## src/rtl/vtm_pkg.sv

```systemverilog
package vtm_pkg;
    typedef enum logic [1:0] {
        ST_GOOD  = 2'd0,
        ST_FAULT = 2'd1,
        ST_WATCH = 2'd2
    } vtm_state_e;
endpackage

```

## src/rtl/vtm_len_meter.sv

```systemverilog
// Measures how long a pulse stays high, compares it with the previous length.
module vtm_len_meter #(
    parameter int W = 16
) (
    input  logic clk,
    input  logic awake,
    input  logic clr,
    input  logic sig,
    output logic done,
    output logic miss
);
    localparam logic [W-1:0] TOP = '1;
    localparam logic [W-1:0] ONE = {{(W-1){1'b0}}, 1'b1};

    logic         sig_q;
    logic         ref_vld;
    logic [W-1:0] cnt;
    logic [W-1:0] ref_len;

    always_ff @(posedge clk or negedge awake) begin
        if (!awake) begin
            sig_q   <= 1'b0;
            ref_vld <= 1'b0;
            cnt     <= '0;
            ref_len <= '0;
        end else if (clr) begin
            sig_q   <= 1'b0;
            ref_vld <= 1'b0;
            cnt     <= '0;
            ref_len <= '0;
        end else begin
            sig_q <= sig;
            if (sig) begin
                if (!sig_q)          cnt <= ONE;
                else if (cnt != TOP) cnt <= cnt + ONE;
            end
            if (done) begin
                ref_len <= cnt;
                ref_vld <= 1'b1;
            end
        end
    end

    always_comb begin
        done = sig_q & ~sig;
        miss = done & ref_vld & (cnt != ref_len);
    end

    // a counter at its top value stays there while the pulse continues
    a_r8_hold_at_top: assert property (@(posedge clk) disable iff (!awake)
        (sig && sig_q && cnt == TOP && !clr) |=> cnt == TOP);
endmodule

```

## src/rtl/vtm_fault_fsm.sv

```systemverilog
// Persistence rules and recovery sequencing for timing faults.
module vtm_fault_fsm
    import vtm_pkg::*;
(
    input  logic clk,
    input  logic awake,
    input  logic clr,
    input  logic de_miss,
    input  logic vs_done,
    input  logic vs_miss,
    output logic timing_ok
);
    vtm_state_e state, state_nx;
    logic       streak;
    logic       vs_fault;

    assign vs_fault = vs_miss & streak;

    always_comb begin
        state_nx = state;
        unique case (state)
            ST_GOOD:  if (de_miss || vs_fault) state_nx = ST_FAULT;
            ST_FAULT: if (de_miss || vs_miss)  state_nx = ST_FAULT;
                      else if (vs_done)        state_nx = ST_WATCH;
            ST_WATCH: if (de_miss || vs_miss)  state_nx = ST_FAULT;
                      else if (vs_done)        state_nx = ST_GOOD;
            default:                           state_nx = ST_GOOD;
        endcase
        if (clr) state_nx = ST_GOOD;
    end

    always_ff @(posedge clk or negedge awake) begin
        if (!awake) state <= ST_GOOD;
        else        state <= state_nx;
    end

    always_ff @(posedge clk or negedge awake) begin
        if (!awake)       streak <= 1'b0;
        else if (clr)     streak <= 1'b0;
        else if (vs_done) streak <= vs_miss;
    end

    always_comb begin
        timing_ok = (state == ST_GOOD);
    end

    // one data-enable mismatch faults on the next cycle
    a_r3_de_trips: assert property (@(posedge clk) disable iff (!awake)
        (de_miss && !clr) |=> state == ST_FAULT);
    // a lone vertical-sync mismatch is tolerated
    a_r4_lone_vs: assert property (@(posedge clk) disable iff (!awake)
        (state == ST_GOOD && vs_miss && !streak && !de_miss && !clr) |=> state == ST_GOOD);
    // a second mismatch in a row faults
    a_r4_pair_vs: assert property (@(posedge clk) disable iff (!awake)
        (vs_miss && streak && !clr) |=> state == ST_FAULT);
    // recovery completes only at a vertical-sync end
    a_r7_watch_waits: assert property (@(posedge clk) disable iff (!awake)
        (state == ST_WATCH && !vs_done && !clr) |=> state != ST_GOOD);
    // a clear restores the good state and drops the streak
    a_r10_clear: assert property (@(posedge clk) disable iff (!awake)
        clr |=> (state == ST_GOOD && !streak));
endmodule

```

## src/rtl/vtm_monitor.sv

```systemverilog
module vtm_monitor
    import vtm_pkg::*;
#(
    parameter int DE_W = 16,
    parameter int VS_W = 24
) (
    input  logic clk,
    input  logic awake,
    input  logic de_in,
    input  logic vs_in,
    input  logic selftest_en,
    input  logic selftest_err,
    output logic ok_out,
    output logic ok_oe
);
    logic st_q;
    logic clr;
    logic de_done, de_miss;
    logic vs_done, vs_miss;
    logic timing_ok;

    always_ff @(posedge clk or negedge awake) begin
        if (!awake) st_q <= 1'b0;
        else        st_q <= selftest_en;
    end

    assign clr = selftest_en | (st_q ^ selftest_en);

    vtm_len_meter #(.W(DE_W)) u_de (
        .clk(clk), .awake(awake), .clr(clr), .sig(de_in),
        .done(de_done), .miss(de_miss)
    );

    vtm_len_meter #(.W(VS_W)) u_vs (
        .clk(clk), .awake(awake), .clr(clr), .sig(vs_in),
        .done(vs_done), .miss(vs_miss)
    );

    vtm_fault_fsm u_fsm (
        .clk(clk), .awake(awake), .clr(clr),
        .de_miss(de_miss), .vs_done(vs_done), .vs_miss(vs_miss),
        .timing_ok(timing_ok)
    );

    always_comb begin
        ok_oe  = awake;
        ok_out = selftest_en ? ~selftest_err : timing_ok;
    end

    logic unused_de_done;
    assign unused_de_done = de_done;

    // self-test mode reports the inverted error flag
    always_comb begin
        if (awake && selftest_en)
            a_r9_selftest_mux: assert (ok_out == !selftest_err);
    end
endmodule

```

## config.mk

```make
export PLATFORM = sky130hd
export DESIGN_NAME = vtm_monitor
export DESIGN_NICKNAME = d
export VERILOG_FILES = /design/src/rtl/vtm_pkg.sv /design/src/rtl/vtm_len_meter.sv /design/src/rtl/vtm_fault_fsm.sv /design/src/rtl/vtm_monitor.sv
export SDC_FILE = /design/constraint.sdc
export NUM_CORES = 1
export LEC_CHECK = 0
export BUFFER_PORTS_ARGS = -buffer_cell sky130_fd_sc_hd__clkbuf_2
export CAP_MARGIN = 20
export CELL_PAD_IN_SITES_DETAIL_PLACEMENT = 0
export CELL_PAD_IN_SITES_GLOBAL_PLACEMENT = 1
export CORE_MARGIN = 4
export CORE_UTILIZATION = 51
export CTS_BUF_LIST = sky130_fd_sc_hd__clkbuf_4 sky130_fd_sc_hd__clkbuf_8
export DETAILED_ROUTE_END_ITERATION = 6
export GPL_TIMING_DRIVEN = 0
export PLACE_DENSITY = 0.92
export SLEW_MARGIN = 25
export SYNTH_ARGS = -nofsm -noshare
export SYNTH_HDL_FRONTEND = slang
export SYNTH_SLANG_ARGS = --single-unit
```

## constraint.sdc

```tcl
create_clock -name clk -period 2.8 [get_ports clk]
set_input_delay 0.14 -clock clk [delete_from_list [all_inputs] [get_ports clk]]
set_output_delay 0.14 -clock clk [all_outputs]
set_load 0.05 [all_outputs]
```

==> run_results.csv, run 1 <==
group,metric,value,unit
final_layout,antenna_cells,0,
yosys,synth.avg_cell_area,8.719,um^2
clocking,clkSlewWorstSetupHoldPaths,0.09,ns
floorplan,die_h,106.6,um
floorplan,io_pins,8,
clocking,cts_buffer_depth,2,
critical_path,crit_required,3.08,ns
power_and_ir_drop,p_leak,0.002275,uW
clocking,cts_buffers,9,
timing,fmax,383.4,MHz
floorplan,die-area,11370,um^2
timing,setup_viol,0,
global_routing,grt_pass1_wl,21170,um
power_and_ir_drop,total_power,2346,uW
clocking,cts.sinks,88,
timing,finalHoldViolCount,0,
clocking,cts_root_buffer,"clkbuf_8",
timing,fin_skew,0.01398,ns
status,status,"finished, final reports clean",
yosys,postSynthCellCount,569,
routing,dr.first_iter.drc_count,288,
yosys,ys.flop_type,"dfrtp_1",
global_routing,grt_max_degree,63,
placed_design,pre_cts_ws,0.2523,ns
final_layout,fin_nets,597,
final_layout,area_delta_synth_final,9.029,%
placed_design,placed_cell_area,5189,um^2
yosys,synth_edf_count,0,
flow_run,maxCapViolations,0,
floorplan,start_util,52.94,%
global_routing,grt-ovfl-total,0,
power_and_ir_drop,ir_worst_vdd,0.2352,mV
final_layout,drive_above_1_share,8.249,%
timing,slew_violations,0,
floorplan,rows,35,
timing,slew_headroom,55.77,%
yosys,synth_cell_types,63,
timing,finalCritPeriodShare,93.16,%
clocking,cts_resized,0,
clocking,htree_levels,3,
floorplan,die_x,106.6,um
critical_path,end_kind,"flop",
yosys,synth_area_leaders,"dfrtp_1 (44%), nand2_1 (9.6%), xor2_1 (7.1%)",
placed_design,place.gp.congestion,0.8599,
critical_path,cp_data_arrival_time,2.89,ns
routing,routedWlPerCell,17.51,um
power_and_ir_drop,p_per_area,433.7,nW/um^2
routing,antenna_left,0,
min_path,hold_class,"input pin to asynchronous set/reset pin",
routing,viasPerCell,5.942,
yosys,async_flop_share,100.0,%
yosys,yosysWarnings,0,
routing,post-route-drc-count,0,
critical_path,path_max_fanout,10,
timing,rsz0062_at_grt,"false",
timing,max_slew.worst_pin.slew,0.6610,ns
routing,finalWirelength,12660,um
timing,hold_ws,0.2132,ns
routing,vias,4296,
placed_design,io_buffers,6,
final_layout,finalInstanceArea,5409,um^2
timing,timing.final.ws_setup,0.1916,ns
timing,post-route-min-period,2.608,ns
yosys,netlist.area_leader.share,44.39,%
global_routing,grt_pass1_vias,4144,
yosys,yosysTopAreaCell,"dfrtp_1",
yosys,syn_area,4961,um^2
global_routing,track_usage,23.50,%
yosys,ys_seq_area_share,44.39,%
global_routing,antenna_found_initial,0,
clocking,clock_latency,0.37,ns
critical_path,worstSetupStartpointType,"flop",
critical_path,critical_path_class,"flop to flop",
placed_design,dp_hpwl,8903,um
yosys,synth_seq_cells,88,
clocking,cts_tree,"done",
routing,firstDrtPassIters,5,
floorplan,core-area,9371,um^2
yosys,syn_nets,577,
timing,fin_tns_setup,0,ns
==> path summary, 6_finish.rpt <==
path | start | to | slack (ns) | depth (start not counted)
setup reg to reg | u_vs.cnt[0] | u_vs.cnt[13] | 0.19 | 8
min in group clk | vs_in | u_vs.cnt[20] | 0.32 | 5
hold reg to reg | u_vs.ref_vld | u_vs.ref_vld | 0.54 | 2
hold / removal | awake | u_vs.cnt[16] | 0.21 | 2
max in group asynchronous | awake | u_vs.cnt[13] | 2.00 | 3
setup / recovery | u_vs.cnt[0] | u_vs.cnt[13] | 0.19 | 8
==> synth_stat cells, types with 3 or more instances <==
master,instances
nand2_1,127
dfrtp_1,88
a21oi_1,59
xor2_1,40
clkbuf_1,29
o21ai_0,18
nand3_1,15
nor2_1,14
nor4_1,14
nand4_1,10
a31oi_1,9
nor3_1,9
and2_1,7
buf_1,7
inv_1,7
nand2b_1,7
o211ai_1,7
or3_1,7
and4_1,5
buf_2,5
o2111ai_1,5
or4_1,5
a2111o_1,4
a211oi_1,3
a22oi_1,3
and3_1,3
buf_4,3
mux2_2,3
mux2i_1,3
nor2b_1,3
o311ai_0,3
o31ai_1,3
==> critical path, cell delays in order, from the launching register on <==
cell,delay [ns]
dfrtp_1,0.47
ha_1,0.28
nand3_2,0.15
or3_1,0.41
buf_6,0.15
o41ai_4,0.60
buf_6,0.23
nand2_2,0.06
a31oi_2,0.16
==> area by class of cell <==
| class | instances | area (um^2) |
|---|---|---|
| Inverter | 8 | 30.03 |
| Fill cell | 888 | 3963 |
| Clock inverter | 7 | 76.32 |
| Tap cell | 129 | 161.4 |
| Multi-Input combinational cell | 427 | 2524 |
| Buffer | 46 | 205.2 |
| Clock buffer | 9 | 123.9 |
| Timing Repair Buffer | 9 | 86.33 |
| Sequential cell | 88 | 2202 |
==> timing repair <==
| action | in CTS | in global routing |
|---|---|---|
| endpoints found under the hold margin | 70 | 0 |
| hold buffers | 2 | 0 |
| setup buffers | 0 | 0 |
==> registers in the layout (all words and copies together), names as in the netlist <==
name          flops
u_vs.cnt         24
u_de.ref_vld      1
u_fsm.streak      1
st_q              1
u_de.ref_len     16
u_vs.ref_len     24
u_de.sig_q        1
u_fsm.state       2
u_vs.sig_q        1
u_vs.ref_vld      1
u_de.cnt         16
==> layer usage <==
metal	up-vias	wire length, um	track usage (%)
li1	2053	-	-
met1	2112	6136	35.59
met2	113	5677	34.89
met3	18	668	3.251
met4	0	176	7.397
met5	-	0	0
==> layout by cell type (no fill, tap or decap), drive strengths merged, types with 3 or more instances in the layout <==
cell / count
a21oi: 60
a2111oi: 3
nand2b: 7
dfrtp: 88
o31ai: 3
nor2: 14
clkbuf: 44
a2111o: 4
nand3: 17
or3: 7
nor2b: 3
or2: 3
nor4b: 3
a22oi: 3
nor3: 10
xor2: 40
o311ai: 3
inv: 10
buf: 18
and4: 5
mux2: 3
nand4: 10
and3: 3
nor4: 14
o211ai: 7
nand2: 128
mux2i: 3
o21ai: 19
a31oi: 10
o2111ai: 5
a211oi: 3
and2: 7
or4: 5
==> kinds of logic (layout without fill, tap and decap cells) <==
family	count (synthesis)	in the layout	share of synthesized area, %
AOI/OAI and AO/OA	136	136	17.88
xor gates and xnor gates	41	41	7.238
adders and majority gates	2	2	0.5043
buffers and inverters	54	79	4.741
DFF	88	88	44.39
muxes	6	6	1.286
and+or+nand+nor	242	242	23.96
==> power breakdown <==
group          switching (uW)  internal [uW]
Combinational             113           32.2
Sequential               4.60           1270
Clock                     502            421
Total                     620           1730
==> metrics by stage <==
step,util [%],cells
global route,57.72,723
detailed placement,55.37,705
CTS,57.72,723
global placement,54.98,704
floorplan,-,569
finish,57.72,723
No activity file was read; power rests on OpenSTA's default activity.
==> run 2: changes to the inputs <==
Settings changed: REMOVE_ABC_BUFFERS set to 1.
==> run 2 against run 1 <==
Hold slack improved by 0.024 ns. Non-clock buffer count shrank 42. First-iteration DRC count shrank 27%. Sequential cell count is the same. Sequential power about the same. Total power decreased by 6.1%. Design area fell by 2.8%. Clock power decreased by 15%. Register-to-register slack improved by 0.10 ns. Die area unchanged. Critical endpoint unchanged.
==> run_results.csv, run 2 (synthesized netlist as in run 1, its figures left out) <==
group,metric,value,unit
placed_design,placed_cell_area,5045,um^2
clocking,cts_buffer_depth,2,
timing,slew_headroom,43.10,%
timing,post-route-min-period,2.504,ns
floorplan,core-area,9371,um^2
critical_path,worstSetupStartpointType,"flop",
routing,finalWirelength,10980,um
final_layout,antenna_cells,0,
clocking,clkSlewWorstSetupHoldPaths,0.09,ns
floorplan,start_util,52.94,%
global_routing,grt-ovfl-total,0,
routing,vias,4065,
routing,antenna_left,0,
final_layout,area_delta_synth_final,5.927,%
floorplan,rows,35,
clocking,cts_tree,"done",
critical_path,path_max_fanout,17,
timing,setup_viol,0,
status,status,"finished, final reports clean",
global_routing,antenna_found_initial,0,
global_routing,grt_pass1_wl,18640,um
clocking,cts_buffers,9,
final_layout,mostFrequentLayoutCell,"nand2_1",
timing,slew_violations,0,
routing,dr.first_iter.drc_count,210,
routing,viasPerCell,5.969,
power_and_ir_drop,ir_worst_vdd,0.1876,mV
timing,fmax,399.3,MHz
timing,finalHoldViolCount,0,
placed_design,dp_hpwl,7255,um
critical_path,r2r-start,"u_vs.cnt[0]",
clocking,cts.sinks,88,
clocking,cts_resized,0,
timing,finalCritPeriodShare,89.44,%
timing,rsz0062_at_grt,"false",
critical_path,critical_path_class,"flop to flop",
final_layout,reg.largest.list,"u_vs.cnt (24), u_vs.ref_len (24)",
timing,max_slew.worst_pin.slew,0.8504,ns
critical_path,critPathLaunch,"u_vs.cnt[0]",
power_and_ir_drop,p_per_area,419.1,nW/um^2
placed_design,place.gp.congestion,0.8020,
final_layout,drive_above_1_share,8.696,%
power_and_ir_drop,p_leak,0.002198,uW
final_layout,fin_nets,555,
floorplan,die-area,11370,um^2
final_layout,final_cell_mix,"nand2_1 (127), dfrtp_1 (88), a21oi_1 (59), xor2_1 (40), o21ai_0 (18)",
floorplan,io_pins,8,
critical_path,crit_required,3.08,ns
power_and_ir_drop,total_power,2202,uW
routing,firstDrtPassIters,4,
min_path,hold_class,"input pin to asynchronous set/reset pin",
global_routing,grt_pass1_vias,3715,
placed_design,io_buffers,7,
floorplan,die_h,106.6,um
timing,hold_ws,0.2368,ns
global_routing,track_usage,20.08,%
timing,fin_skew,0.01303,ns
routing,routedWlPerCell,16.12,um
critical_path,end_kind,"flop",
global_routing,grt_max_degree,60,
flow_run,maxCapViolations,0,
critical_path,cp_data_arrival_time,2.79,ns
floorplan,die_x,106.6,um
clocking,cts_root_buffer,"clkbuf_8",
clocking,clock_latency,0.36,ns
routing,post-route-drc-count,0,
timing,fin_tns_setup,0,ns
clocking,htree_levels,3,
final_layout,finalInstanceArea,5255,um^2
## run 2: changes by cell type in the layout (fill, tap and decap cells not counted), sizes merged
| cell | delta |
|---|---|
| clkinv | +2 |
| buf | -14 |
| clkinvlp | +1 |
| bufinv | -1 |
| inv | -2 |
| clkbuf | -28 |
## run 2: stage by stage
step                setup WS, ns  std cells  utilization (%)
floorplan                 0.2573        523                -
global placement         -0.5966        659            52.84
detailed placement      -0.06509        662            53.83
CTS                      0.04027        680            55.86
global route              0.1468        681            56.07
finish                    0.2957        681            56.07
## run 2: power by group
group / total (uW) / switching (uW) / internal, uW
combinational: 134 / 99.6 / 34.3
sequential: 1280 / 9.10 / 1270
clock: 786 / 466 / 321
## run 2: worst paths after layout
| kind | endpoint | slack (ns) | cells past startpoint |
|---|---|---|---|
| max | u_vs.cnt[13] | 0.30 | 7 |
| min | u_de.ref_len[3] | 0.24 | 2 |
| max reg2reg | u_vs.cnt[13] | 0.30 | 7 |
| min reg2reg | u_de.ref_vld | 0.53 | 2 |
| max in group asynchronous | u_vs.cnt[5] | 2.00 | 3 |
| min in group clk | u_vs.sig_q | 0.25 | 2 |
## run 2: what timing repair did
| action | in CTS | in global routing |
|---|---|---|
| hold buffers | 2 | 0 |
| buffers inserted | 0 | 1 |
| hold endpoints to repair | 35 | 0 |
| pin swaps | 1 | 1 |
| endpoints found under the setup margin | 9 | 11 |
## run 2: layout make-up
class                      instances  area [um^2]
timing repair buffer              13        150.1
sequential                        88         2202
tap                              129        161.4
inverter                           8        30.03
clock inverter                     7        46.29
clock buffer                       9        123.9
fill                             888         4116
multi-input combinational        427         2541
## run 2: worst max-delay path: stages, from the launching register on
cell and delay, ns:
dfrtp_1 0.46, ha_1 0.29, nand3_2 0.14, or3_1 0.38, o41ai_4 0.15, buf_12 0.18, or4b_2 0.64, a31oi_2 0.20
## run 2: routing by layer
metal / vias up / part of all wire [%] / routed length [um] / GRT usage, %
met2: 65 / 45 / 4916 / 29.32
met1: 2020 / 51 / 5591 / 31.00
li1: 1973 / - / - / -
met5: - / 0 / 0 / 0
met3: 7 / 3.6 / 393 / 2.950
met4: 0 / 0.69 / 76 / 5.571
==> run 3: changes to the inputs <==
Settings changed: BUFFER_PORTS_ARGS -buffer_cell sky130_fd_sc_hd__clkbuf_2 to -buffer_cell sky130_fd_sc_hd__buf_2, SLEW_MARGIN 25 to not set.
==> run 3 against run 2 <==
Hold slack lost 0.043 ns. Sequential share of layout area shrank 0.21 points. Non-clock buffer count grew 5. Final cell count grew 0.44%. Largest power group unchanged. Highest routed layer unchanged.
==> run_results.csv, run 3 (synthesized netlist as in run 1, its figures left out) <==
group,metric,value,unit
final_layout,seqCellArea,2202,um^2
routing,firstDrtPassIters,5,
global_routing,antenna_found_initial,0,
timing,slew_headroom,40.64,%
floorplan,die_x,106.6,um
critical_path,cp_cell_sequence,"and4_1 > nand4_1 > nor2_1 > o21ai_0 > a311oi_1",
global_routing,grt_pass1_vias,3678,
clocking,cts_buffer_depth,2,
power_and_ir_drop,ir_worst_vdd,0.2471,mV
placed_design,place.gp.congestion,0.8010,
power_and_ir_drop,p_switching,545.2,uW
final_layout,fillers,853,
timing,setup_viol,0,
clocking,clkSlewWorstSetupHoldPaths,0.09,ns
final_layout,antenna_cells,0,
timing,fmax,399.7,MHz
critical_path,end_kind,"flop",
placed_design,dp_hpwl,7386,um
floorplan,io_pins,8,
final_layout,fin_nets,560,
floorplan,rows,35,
final_layout,area_delta_synth_final,6.457,%
power_and_ir_drop,p_clk_share,37.5,%
placed_design,placed_cell_area,5045,um^2
final_layout,final_core_util,56.36,%
critical_path,crit_buf_inv,0,
power_and_ir_drop,p_per_area,428.4,nW/um^2
timing,post-route-min-period,2.502,ns
min_path,hold_class,"input pin to flop",
routing,post-route-drc-count,0,
routing,finalWirelength,11020,um
global_routing,grt_pass1_wl,18710,um
critical_path,slowest_delay,0.77,ns
critical_path,path_max_fanout,12,
clocking,cts_root_buffer,"clkbuf_8",
critical_path,critical_path_class,"flop to flop",
clocking,cts.sinks,88,
final_layout,multi_input_area,2529,um^2
timing,max_slew.worst_pin.slew,0.8872,ns
global_routing,grt-ovfl-total,0,
routing,antenna_left,0,
timing,rsz0062_at_grt,"false",
final_layout,drive_above_1_share,8.829,%
timing,slew_violations,0,
floorplan,die-area,11370,um^2
timing,finalHoldViolCount,0,
critical_path,worstSetupStartpointType,"flop",
routing,routedWlPerCell,16.11,um
power_and_ir_drop,sequentialPowerShare,56.7,%
power_and_ir_drop,combPwrFrac,5.9,%
status,status,"finished, final reports clean",
floorplan,die_h,106.6,um
floorplan,core-area,9371,um^2
critical_path,crit_required,3.06,ns
global_routing,grt_max_degree,55,
power_and_ir_drop,intPower,1718,uW
critical_path,cp_data_arrival_time,2.76,ns
routing,viasPerCell,5.955,
timing,hold_ws,0.1937,ns
critical_path,critPathTopFamily,"simple AND/OR/NAND/NOR gates",
power_and_ir_drop,swShare,24.09,%
clocking,cts_tree,"done",
final_layout,final_cell_mix,"nand2_1 (127), dfrtp_1 (88), a21oi_1 (59), xor2_1 (40), o21ai_0 (18)",
timing,fin_tns_setup,0,ns
final_layout,reg.largest.list,"u_vs.cnt (24), u_vs.ref_len (24)",
timing,fin_skew,0.01030,ns
global_routing,track_usage,20.42,%
clocking,cts_buffers,9,
clocking,clock_latency,0.35,ns
clocking,htree_levels,3,
floorplan,start_util,52.94,%
timing,finalCritPeriodShare,89.35,%
routing,vias,4073,
final_layout,mostFrequentLayoutCell,"nand2_1",
routing,dr.first_iter.drc_count,315,
critical_path,slowest_stage,"nor2_1",
placed_design,io_buffers,7,
flow_run,maxCapViolations,0,
final_layout,finalInstanceArea,5281,um^2
power_and_ir_drop,p_leak,0.002225,uW
run 3: changes by cell type in the layout (fill, tap and decap cells not counted), moves of 2 or more:
cell        before  now
clkinvlp_4       3    1
buf_2            0    6
clkbuf_2         6    0
buf_8            0    3
buf_4            0    5
run 3: what timing repair did:
action	in CTS	in global routing
endpoints found under the setup margin	10	12
hold endpoints to repair	35	0
pin swaps	1	1
hold buffers	2	0
resized for setup	0	0
setup buffers	0	3
run 3: path summary, 6_finish.rpt:
check	from	to	slack (ns)	cells past startpoint
min in group asynchronous	awake	u_de.ref_len[3]	0.29	2
worst max-delay path	u_de.cnt[2]	u_de.cnt[11]	0.30	5
max in group asynchronous	awake	u_fsm.state[0]	1.89	3
worst min-delay path	vs_in	u_vs.sig_q	0.19	2
worst min register to register	u_de.ref_vld	u_de.ref_vld	0.53	2
worst max register to register	u_de.cnt[2]	u_de.cnt[11]	0.30	5
run 3: worst register-to-register path, stage by stage (launching register included):
cell and delay, ns:
dfrtp_1 0.55, and4_1 0.30, nand4_1 0.25, nor2_1 0.77
o21ai_0 0.25, a311oi_1 0.30
run 3: per-stage QoR:
step / cells / power [uW] / worst slack (ns)
6_report: 684 / 2263 / 0.2981
2_1_floorplan: 523 / 1357 / 0.2573
4_1_cts: 680 / 2284 / 0.02154
3_5_place_dp: 664 / 1436 / -0.09792
3_3_place_gp: 659 / 1421 / -0.6137
5_1_grt: 684 / 2352 / 0.03878
run 3: final cells by class:
type	instances	share of cell area (%)
Tap cell	129	3.056
Inverter	8	0.5686
Clock inverter	4	0.9003
Timing Repair Buffer	18	3.412
Multi-Input combinational cell	427	47.88
Clock buffer	10	2.488
Sequential cell	88	41.70
run 3: per-layer routing:
| metal | GRT usage [%] | wire, um | part of all wire, % |
|---|---|---|---|
| met1 | 31.18 | 5400 | 49 |
| met2 | 30.17 | 4964 | 45 |
| met3 | 2.408 | 502 | 4.6 |
| met4 | 6.758 | 154 | 1.4 |
| met5 | 0 | 0 | 0 |
run 3: power by group through the flow:
stage          Combinational [uW]  Clock, uW  Sequential, uW
2_1_floorplan                52.5          0            1300
3_3_place_gp                  114          0            1310
3_5_place_dp                  129          0            1310
4_1_cts                       131        871            1280
5_1_grt                       149        920            1280
6_report                      133        848            1280
